==> config.mk <==
export PLATFORM = sky130hd
export DESIGN_NAME = dm_wb_cache
export DESIGN_NICKNAME = d
export VERILOG_FILES = /design/src/rtl/dmc_pkg.sv /design/src/rtl/dmc_tag_store.sv /design/src/rtl/dmc_data_store.sv /design/src/rtl/dmc_ctrl.sv /design/src/rtl/dm_wb_cache.sv
export SDC_FILE = /design/constraint.sdc
export NUM_CORES = 1
export LEC_CHECK = 0
export BUFFER_PORTS_ARGS = -buffer_cell sky130_fd_sc_hd__clkbuf_2
export CAP_MARGIN = 0
export CORE_MARGIN = 2
export CORE_UTILIZATION = 40
export CTS_BUF_LIST = sky130_fd_sc_hd__clkbuf_8
export CTS_CLUSTER_DIAMETER = 200
export CTS_CLUSTER_SIZE = 25
export DETAILED_ROUTE_END_ITERATION = 6
export GPL_ROUTABILITY_DRIVEN = 0
export PLACE_DENSITY_LB_ADDON = 0.15
export SYNTH_ARGS = -nofsm -noshare
export SYNTH_HDL_FRONTEND = slang
export SYNTH_SLANG_ARGS = --single-unit
==> constraint.sdc <==
create_clock -name clk -period 5.5 [get_ports clk]
set_clock_uncertainty 0.15 [all_clocks]
set_input_delay 1.1 -clock clk [delete_from_list [all_inputs] [get_ports clk]]
set_output_delay 1.1 -clock clk [all_outputs]
set_load 0.05 [all_outputs]
==> src/rtl/dmc_pkg.sv <==
package dmc_pkg;

    localparam int BYTE_W = 8;

    typedef enum logic [1:0] {
        ST_IDLE  = 2'd0,
        ST_WBACK = 2'd1,
        ST_FILL  = 2'd2,
        ST_RESP  = 2'd3
    } dmc_state_e;

endpackage

==> src/rtl/dmc_tag_store.sv <==
module dmc_tag_store #(
    parameter int INDEX_W = 2,
    parameter int TAG_W   = 1
) (
    input  logic               clk,
    input  logic               rst_n,
    input  logic [INDEX_W-1:0] idx,
    input  logic               fill_en,
    input  logic [TAG_W-1:0]   fill_tag,
    input  logic               dirty_set,
    output logic               ent_valid,
    output logic               ent_dirty,
    output logic [TAG_W-1:0]   ent_tag
);
    localparam int ENTRIES = 1 << INDEX_W;

    typedef struct packed {
        logic [ENTRIES-1:0]            valid;
        logic [ENTRIES-1:0]            dirty;
        logic [ENTRIES-1:0][TAG_W-1:0] tag;
    } tags_t;

    tags_t tags_d, tags_q;

    always_comb begin
        tags_d = tags_q;
        if (fill_en) begin
            tags_d.valid[idx] = 1'b1;
            tags_d.dirty[idx] = 1'b0;
            tags_d.tag[idx]   = fill_tag;
        end
        if (dirty_set) begin
            tags_d.dirty[idx] = 1'b1;
        end
    end

    always_ff @(posedge clk or negedge rst_n) begin
        if (!rst_n) begin
            tags_q <= '0;
        end else begin
            tags_q <= tags_d;
        end
    end

    assign ent_valid = tags_q.valid[idx];
    assign ent_dirty = tags_q.dirty[idx];
    assign ent_tag   = tags_q.tag[idx];

endmodule

==> src/rtl/dmc_data_store.sv <==
module dmc_data_store
    import dmc_pkg::*;
#(
    parameter int INDEX_W  = 2,
    parameter int OFFSET_W = 1
) (
    input  logic                          clk,
    input  logic [INDEX_W-1:0]            idx,
    input  logic [OFFSET_W-1:0]           off,
    input  logic                          fill_en,
    input  logic [(BYTE_W<<OFFSET_W)-1:0] fill_blk,
    input  logic                          byte_we,
    input  logic [BYTE_W-1:0]             wbyte,
    output logic [(BYTE_W<<OFFSET_W)-1:0] blk,
    output logic [BYTE_W-1:0]             rbyte
);
    localparam int ENTRIES   = 1 << INDEX_W;
    localparam int BLK_BYTES = 1 << OFFSET_W;
    localparam int BLK_W     = BYTE_W * BLK_BYTES;

    logic [ENTRIES-1:0][BLK_W-1:0] mem_d, mem_q;
    logic [BLK_BYTES-1:0][BYTE_W-1:0] lanes;

    always_comb begin
        mem_d = mem_q;
        if (fill_en) begin
            mem_d[idx] = fill_blk;
        end
        if (byte_we) begin
            mem_d[idx][int'(off)*BYTE_W +: BYTE_W] = wbyte;
        end
    end

    always_ff @(posedge clk) begin
        mem_q <= mem_d;
    end

    assign blk = mem_q[idx];

    for (genvar k = 0; k < BLK_BYTES; k++) begin : g_lane
        assign lanes[k] = blk[k*BYTE_W +: BYTE_W];
    end

    assign rbyte = lanes[off];

endmodule

==> src/rtl/dmc_ctrl.sv <==
module dmc_ctrl
    import dmc_pkg::*;
(
    input  logic clk,
    input  logic rst_n,
    input  logic cpu_req,
    input  logic cpu_we,
    input  logic hit,
    input  logic ent_valid,
    input  logic ent_dirty,
    input  logic mem_ack,
    output logic cpu_ready,
    output logic hit_pulse,
    output logic miss_pulse,
    output logic evict_pulse,
    output logic mem_req,
    output logic mem_we,
    output logic use_old_tag,
    output logic fill_en,
    output logic store_en
);
    typedef struct packed {
        dmc_state_e state;
    } ctrl_t;

    ctrl_t ctrl_d, ctrl_q;

    always_comb begin
        ctrl_d      = ctrl_q;
        cpu_ready   = 1'b0;
        hit_pulse   = 1'b0;
        miss_pulse  = 1'b0;
        evict_pulse = 1'b0;
        mem_req     = 1'b0;
        mem_we      = 1'b0;
        use_old_tag = 1'b0;
        fill_en     = 1'b0;
        store_en    = 1'b0;
        unique case (ctrl_q.state)
            ST_IDLE: begin
                if (cpu_req) begin
                    if (hit) begin
                        hit_pulse = 1'b1;
                        cpu_ready = 1'b1;
                        store_en  = cpu_we;
                    end else begin
                        miss_pulse   = 1'b1;
                        evict_pulse  = ent_valid;
                        ctrl_d.state = (ent_valid && ent_dirty) ? ST_WBACK : ST_FILL;
                    end
                end
            end
            ST_WBACK: begin
                mem_req     = 1'b1;
                mem_we      = 1'b1;
                use_old_tag = 1'b1;
                if (mem_ack) begin
                    ctrl_d.state = ST_FILL;
                end
            end
            ST_FILL: begin
                mem_req = 1'b1;
                if (mem_ack) begin
                    fill_en      = 1'b1;
                    ctrl_d.state = ST_RESP;
                end
            end
            ST_RESP: begin
                cpu_ready    = 1'b1;
                store_en     = cpu_we;
                ctrl_d.state = ST_IDLE;
            end
            default: ctrl_d.state = ST_IDLE;
        endcase
    end

    always_ff @(posedge clk or negedge rst_n) begin
        if (!rst_n) begin
            ctrl_q.state <= ST_IDLE;
        end else begin
            ctrl_q <= ctrl_d;
        end
    end

endmodule

==> src/rtl/dm_wb_cache.sv <==
module dm_wb_cache
    import dmc_pkg::*;
#(
    parameter int ADDR_W   = 4,
    parameter int INDEX_W  = 2,
    parameter int OFFSET_W = 1
) (
    input  logic                          clk,
    input  logic                          rst_n,
    input  logic                          cpu_req,
    input  logic                          cpu_we,
    input  logic [ADDR_W-1:0]             cpu_addr,
    input  logic [BYTE_W-1:0]             cpu_wdata,
    output logic                          cpu_ready,
    output logic [BYTE_W-1:0]             cpu_rdata,
    output logic                          mem_req,
    output logic                          mem_we,
    output logic [ADDR_W-OFFSET_W-1:0]    mem_addr,
    output logic [(BYTE_W<<OFFSET_W)-1:0] mem_wdata,
    input  logic                          mem_ack,
    input  logic [(BYTE_W<<OFFSET_W)-1:0] mem_rdata,
    output logic                          hit_pulse,
    output logic                          miss_pulse,
    output logic                          evict_pulse
);
    localparam int TAG_W = ADDR_W - INDEX_W - OFFSET_W;
    localparam int BLK_W = BYTE_W << OFFSET_W;

    logic [TAG_W-1:0]    a_tag;
    logic [INDEX_W-1:0]  a_idx;
    logic [OFFSET_W-1:0] a_off;

    logic             ent_valid, ent_dirty;
    logic [TAG_W-1:0] ent_tag;
    logic             hit, use_old_tag, fill_en, store_en;
    logic [BLK_W-1:0] blk;

    assign {a_tag, a_idx, a_off} = cpu_addr;
    assign hit = ent_valid && (ent_tag == a_tag);

    dmc_tag_store #(
        .INDEX_W (INDEX_W),
        .TAG_W   (TAG_W)
    ) u_tags (
        .clk       (clk),
        .rst_n     (rst_n),
        .idx       (a_idx),
        .fill_en   (fill_en),
        .fill_tag  (a_tag),
        .dirty_set (store_en),
        .ent_valid (ent_valid),
        .ent_dirty (ent_dirty),
        .ent_tag   (ent_tag)
    );

    dmc_data_store #(
        .INDEX_W  (INDEX_W),
        .OFFSET_W (OFFSET_W)
    ) u_data (
        .clk      (clk),
        .idx      (a_idx),
        .off      (a_off),
        .fill_en  (fill_en),
        .fill_blk (mem_rdata),
        .byte_we  (store_en),
        .wbyte    (cpu_wdata),
        .blk      (blk),
        .rbyte    (cpu_rdata)
    );

    dmc_ctrl u_ctrl (
        .clk         (clk),
        .rst_n       (rst_n),
        .cpu_req     (cpu_req),
        .cpu_we      (cpu_we),
        .hit         (hit),
        .ent_valid   (ent_valid),
        .ent_dirty   (ent_dirty),
        .mem_ack     (mem_ack),
        .cpu_ready   (cpu_ready),
        .hit_pulse   (hit_pulse),
        .miss_pulse  (miss_pulse),
        .evict_pulse (evict_pulse),
        .mem_req     (mem_req),
        .mem_we      (mem_we),
        .use_old_tag (use_old_tag),
        .fill_en     (fill_en),
        .store_en    (store_en)
    );

    assign mem_addr  = use_old_tag ? {ent_tag, a_idx} : {a_tag, a_idx};
    assign mem_wdata = blk;

endmodule

After elaboration in Yosys (flattened, before gate mapping)
Cells that the tools add are included.
W data, S select, Z words.
- eq/ne operators: 8
- mux-type cells: 47
- add/subtract/negate cells: 1
- shifts and indexed selects: 2
- order comparisons: 3
- bitwise gates (word level): 4
- reductions and logical operators: 6
- operators with widths (cell ; count):
    $bwmux W64 ; 2
    $mux W64 ; 2
    $demux W16 S2 ; 2
    $mux W16 ; 3
    $neg A4 Y33 ; 1
    $shift A8 B33 Y16 const A ; 1
    $shiftx A8 B33 Y16 ; 1
    $bmux W16 S2 ; 1
    $mux W8 ; 3
    $mux W1 ; 19
    $mux W2 ; 5
    $ne A2 B2 Y1 const B ; 4
    $or A4 B4 Y4 ; 2
    $pmux W2 S4 ; 1
    $bmux W1 S2 ; 3
    $and A4 B4 Y4 ; 1
    $bwmux W4 ; 1
    $eq A2 B2 Y1 const B ; 2
    $mux W4 ; 1
    $not A4 Y4 ; 1
    $pmux W1 S2 ; 2
    $reduce_and A4 Y1 ; 1
    $logic_and A1 B1 Y1 ; 3
    $lt A2 B3 Y1 const B ; 1
    8 further kinds ; 8
- input port bits: 33
- word-level logic and storage cells: 82
- register bits after elaboration: 78
- output and inout bits: 33

Depth between registers and ports, before layout
- depth in word-level cells: 9
- gate-level depth with buffers: 9
- mapped depth without buffers: 7

Cells and area by module
From an unflattened synthesis, not the netlist that was laid out.
- cell total of the unflattened synthesis: 469
- area total of the unflattened synthesis: 4076.4 um^2
- modules (own cells, without submodules) (module ; area an instance (um^2) ; cells each ; times used ; seq. area each (um^2)):
    dmc_data_store ; 3248.1 ; 399 ; 1 ; 1281.2
    dmc_tag_store ; 539.3 ; 37 ; 1 ; 300.3
    dmc_ctrl ; 247.7 ; 28 ; 1 ; 50.0
    dm_wb_cache ; 41.3 ; 5 ; 1 ; 0.0

Worst setup path before layout
OpenSTA, ideal clock, no wires.
- path kind: input to output
- from: input port cpu_addr[1]
- to: output port cpu_rdata[5]
- data required time: 4250 ps
- arrival time: 2926 ps
- path slack: 1324 ps
- cell stages on the path: 4
- buffers on the path: 2
- cell sequence: buf_6 clkbuf_1 mux4_2 mux2_2
- longest elaborated chain between the ends: 4
- ends and longest elaborated chain (item ; RTL line ; source):
    start, declared ; dm_wb_cache.sv:12 ; input logic [ADDR_W-1:0] cpu_addr,
    $bmux W16 S2 ; dmc_data_store.sv:38 ; assign blk = mem_q[idx];
    $mux W16 (implied by the code) ; dmc_data_store.sv:38 ;
    named net mem_wdata[13] ; dm_wb_cache.sv:19 ; output logic [(BYTE_W<<OFFSET_W)-1:0] mem_wdata,
    $mux W8 (implied by the code) (2 in series) ; dmc_data_store.sv:44 ; assign rbyte = lanes[off];
    end, declared ; dm_wb_cache.sv:15 ; output logic [BYTE_W-1:0] cpu_rdata,
The timed path passes the listed nets, and every way through them passes these cells. The select of a mux whose other input is x is not followed.

Worst setup path after layout
- from: input port cpu_addr[2]
- to: output port cpu_ready
- longest elaborated chain between the ends: 7
- elaborated cells between the ends (all ways): 9
- those cells by class: eq/ne (1); mux (7); reduce/logical (1)
- ends and longest elaborated chain (item ; RTL line ; source):
    $bmux W1 S2 ; dmc_tag_store.sv:47 ; assign ent_tag = tags_q.tag[idx];
    $mux W1 (implied by the code) ; dmc_tag_store.sv:47 ;
    $eq A1 B1 Y1 ; dm_wb_cache.sv:39 ; assign hit = ent_valid && (ent_tag == a_tag);
    $logic_and A1 B1 Y1 (*) ; dm_wb_cache.sv:39 ;
    $mux W1 (*) ; dmc_ctrl.sv:42 ; if (hit) begin
    $mux W1 (*) ; dmc_ctrl.sv:41 ; if (cpu_req) begin
    $pmux W1 S2 (*) ; dmc_ctrl.sv:39 ; unique case (ctrl_q.state)
    end, declared ; dm_wb_cache.sv:14 ; output logic cpu_ready,
Every way passes the cells marked *; elsewhere a longest branch is shown, timed or not. The select of a mux whose other input is x is not followed.

==> results.txt <==
DR vias: 3113
CTS buffer count: 9
die extent in x: 105.6 µm
DRC violations left: 0
CP Cell Sequence: clkbuf_2, buf_4, mux4_2, nand2_1, o31ai_4, clkbuf_2
Vias/cell: 5.312
CTS resizes: 0
Final setup viols: 0
total gr overflow: 0
gr usage total: 20.45%
critical path fanouts, max: 18
DR pass1 iterations: 4
max-cap viol count: 0
area share of xor/xnor cells in the synthesized design: 0.2119%
CP max stage cell: o31ai_4
post-synth top area share: 31.00%
clock-pin slew on the worst setup and hold paths: 0.08 ns
most common cell after layout, fill and taps aside: clkbuf_2
crit path capture type: output port
CTS tree: done
final hold violation count: 0
main combinational cell family by area after synthesis: multiplexers
Avg WL per Cell: 18.36 µm
Layout Nets: 483
post-layout power: 0.002736 W
Rows: 37
Synth Area per Inst: 10.73 µm²
Synth Area in Compound Gates: 8.659%
Slew @ Worst Pin: 1.093 ns
Worst-Skew Late Latency: 0.34 ns
CTS Hold Buffers Added: 0
post-synthesis sequential area ratio: 39.48%
PwrDens: 574.6 nW/µm²
growth of design area from synthesis to finish: 15.23%
initial antenna violation count: 0
Yosys top cell by area: dfxtp_1
first-pass GRT wire length: 17.31 mm
pin count of the biggest net entering global routing: 30
cell area after synthesis: 4133 µm²
worst endpoint required time: 4.25 ns
status: completed
synth top area cells: dfxtp_1, mux2_2, mux2i_1
die span in y: 105.6 µm
Place WS: 1.226 ns
post-CTS setup buffers: 0
achievable frequency: 234.1 MHz
footprint of the multi-input gates: 2341 µm²
IO buf count: 65
crit start category: input port
syn nets: 423
Crit Path Class: in -> out
Placed Instance Area: 4577 µm²
IO Pins: 66
Crit path largest cell delay: 0.38 ns
Synth cell types: 34
Initial Util: 40.58%
PnR worst setup slack: 1.229 ns
CTS sink cnt: 78
fin area: 4762 µm²
die area: 11160 µm²
mux contribution to synthesized area: 34.76%
Max transition margin: 26.65%
final period utilization: 77.66%
Ys Warns: 0
final setup TNS: 0 ns
root buf cell: clkbuf_8
fill count: 994
fin crit period: 4.271 ns
Cells after Synth: 385
ANT cells: 0
HP Class: reg -> reg
Arrival @ worst endpoint: 3.02 ns
hpwl dp: 7.361 mm
Synth Area in Adders: 1.514%
Simple-Gate Fraction of Synth Area: 11.50%
Starting DRT DRC Count: 162
RSZ-0062 raised after global routing: no
fraction of final layout cells sized beyond drive strength 1: 35.56%
Yosys reg bits: 78
most frequent cells in the layout: clkbuf_2, dfxtp_1, nand2_1, o21ai_0, mux2i_1
Core Region: 10180 µm²
Slew Limit Fails: 0
Worst VDD drop: 0.3910 mV
DRT Wirelength: 10.76 mm
P_leak: 2.078 nW
vias in the first global route: 3145
clk buf depth: 2
Crit path top cell by count: clkbuf_2
R2R Setup Slk: 2.67 ns
Post-DRT Antenna Nets: 0
H-tree levels: 3
register area: 1632 µm²
cell type report:
type | instances | area share [%]
timing repair buffer | 77 | 8.723
inverter | 5 | 0.3941
clock inverter | 5 | 0.7094
tap | 136 | 3.573
clock buffer | 11 | 3.179
sequential | 78 | 34.26
multi-input combinational | 274 | 49.16
worst max-delay path, delay by kind of cell:
family / cells / cell delay (ns)
AO/OA/AOI/OAI: 1 / 0.38
buffers and inverters: 3 / 1.04
multiplexers: 1 / 0.36
AND/OR/NAND/NOR: 1 / 0.14
path summary, 6_finish.rpt:
kind                            depth (start not counted)                    endpoint              from
worst min-delay path                                    1            u_tags.tags_q[9]  u_tags.tags_q[9]
worst max-delay path                                    6                   cpu_ready       cpu_addr[2]
worst max register to register                          6            u_data.mem_q[56]              flop
max in group asynchronous                               1            u_tags.tags_q[8]             rst_n
min in group asynchronous                               1  asynchronous set/reset pin             rst_n
worst min register to register                          1            u_tags.tags_q[9]  u_tags.tags_q[9]
per-layer routing:
metal	up-vias	GRT usage [%]	share of wire [%]
li1	1520	-	-
met1	1489	26.76	44
met2	93	34.70	48
met3	11	3.896	6.0
met4	0	5.357	1.2
met5	-	0	0
logic make-up (layout without fill, tap and decap cells):
| logic type | count (synthesis) | after routing |
|---|---|---|
| xor gates and xnor gates | 1 | 1 |
| muxes | 114 | 114 |
| buffers and inverters | 33 | 98 |
| DFF | 78 | 78 |
| and+or+nand+nor | 90 | 90 |
| adders and majority gates | 5 | 5 |
| AOI/OAI and AO/OA | 64 | 64 |
cells in the mapped netlist, drive strengths merged:
master	n
xor2	1
nor2b	2
mux2	46
and4b	3
o21a	1
inv	5
o21ai	58
o31ai	1
ha	5
clkbuf	7
o2bb2ai	1
and3	2
dfrtp	14
mux4	19
dfxtp	64
and2	2
nand2b	4
mux2i	49
and4	1
nand2	55
nor4b	1
nand4b	7
buf	21
nor2	3
nor4bb	4
or2	1
a32o	3
nand3	5
stage by stage:
step	hold slack [ns]	instances	utilization, %
detailed placement	0.3025	570	44.94
finish	0.3199	586	46.76
CTS	0.3203	586	46.76
global placement	0.2971	570	44.94
floorplan	0.2787	385	-
global route	0.3389	586	46.76
registers in the layout (all words and copies together) (netlist names), named ones only:
signal	cells
u_tags.tags_q	8
u_ctrl.ctrl_q	2
u_data.mem_q	64
report_power, final:
part	leakage [nW]	internal, W	total [W]	switching (W)
combinational	1.28	0.000517	0.00134	0.000825
sequential	0.699	0.000855	0.000995	0.000140
clock	0.0971	0.000189	0.000400	0.000211
total	2.08	0.00156	0.00274	0.00118
(Power assumes the default switching activity.)
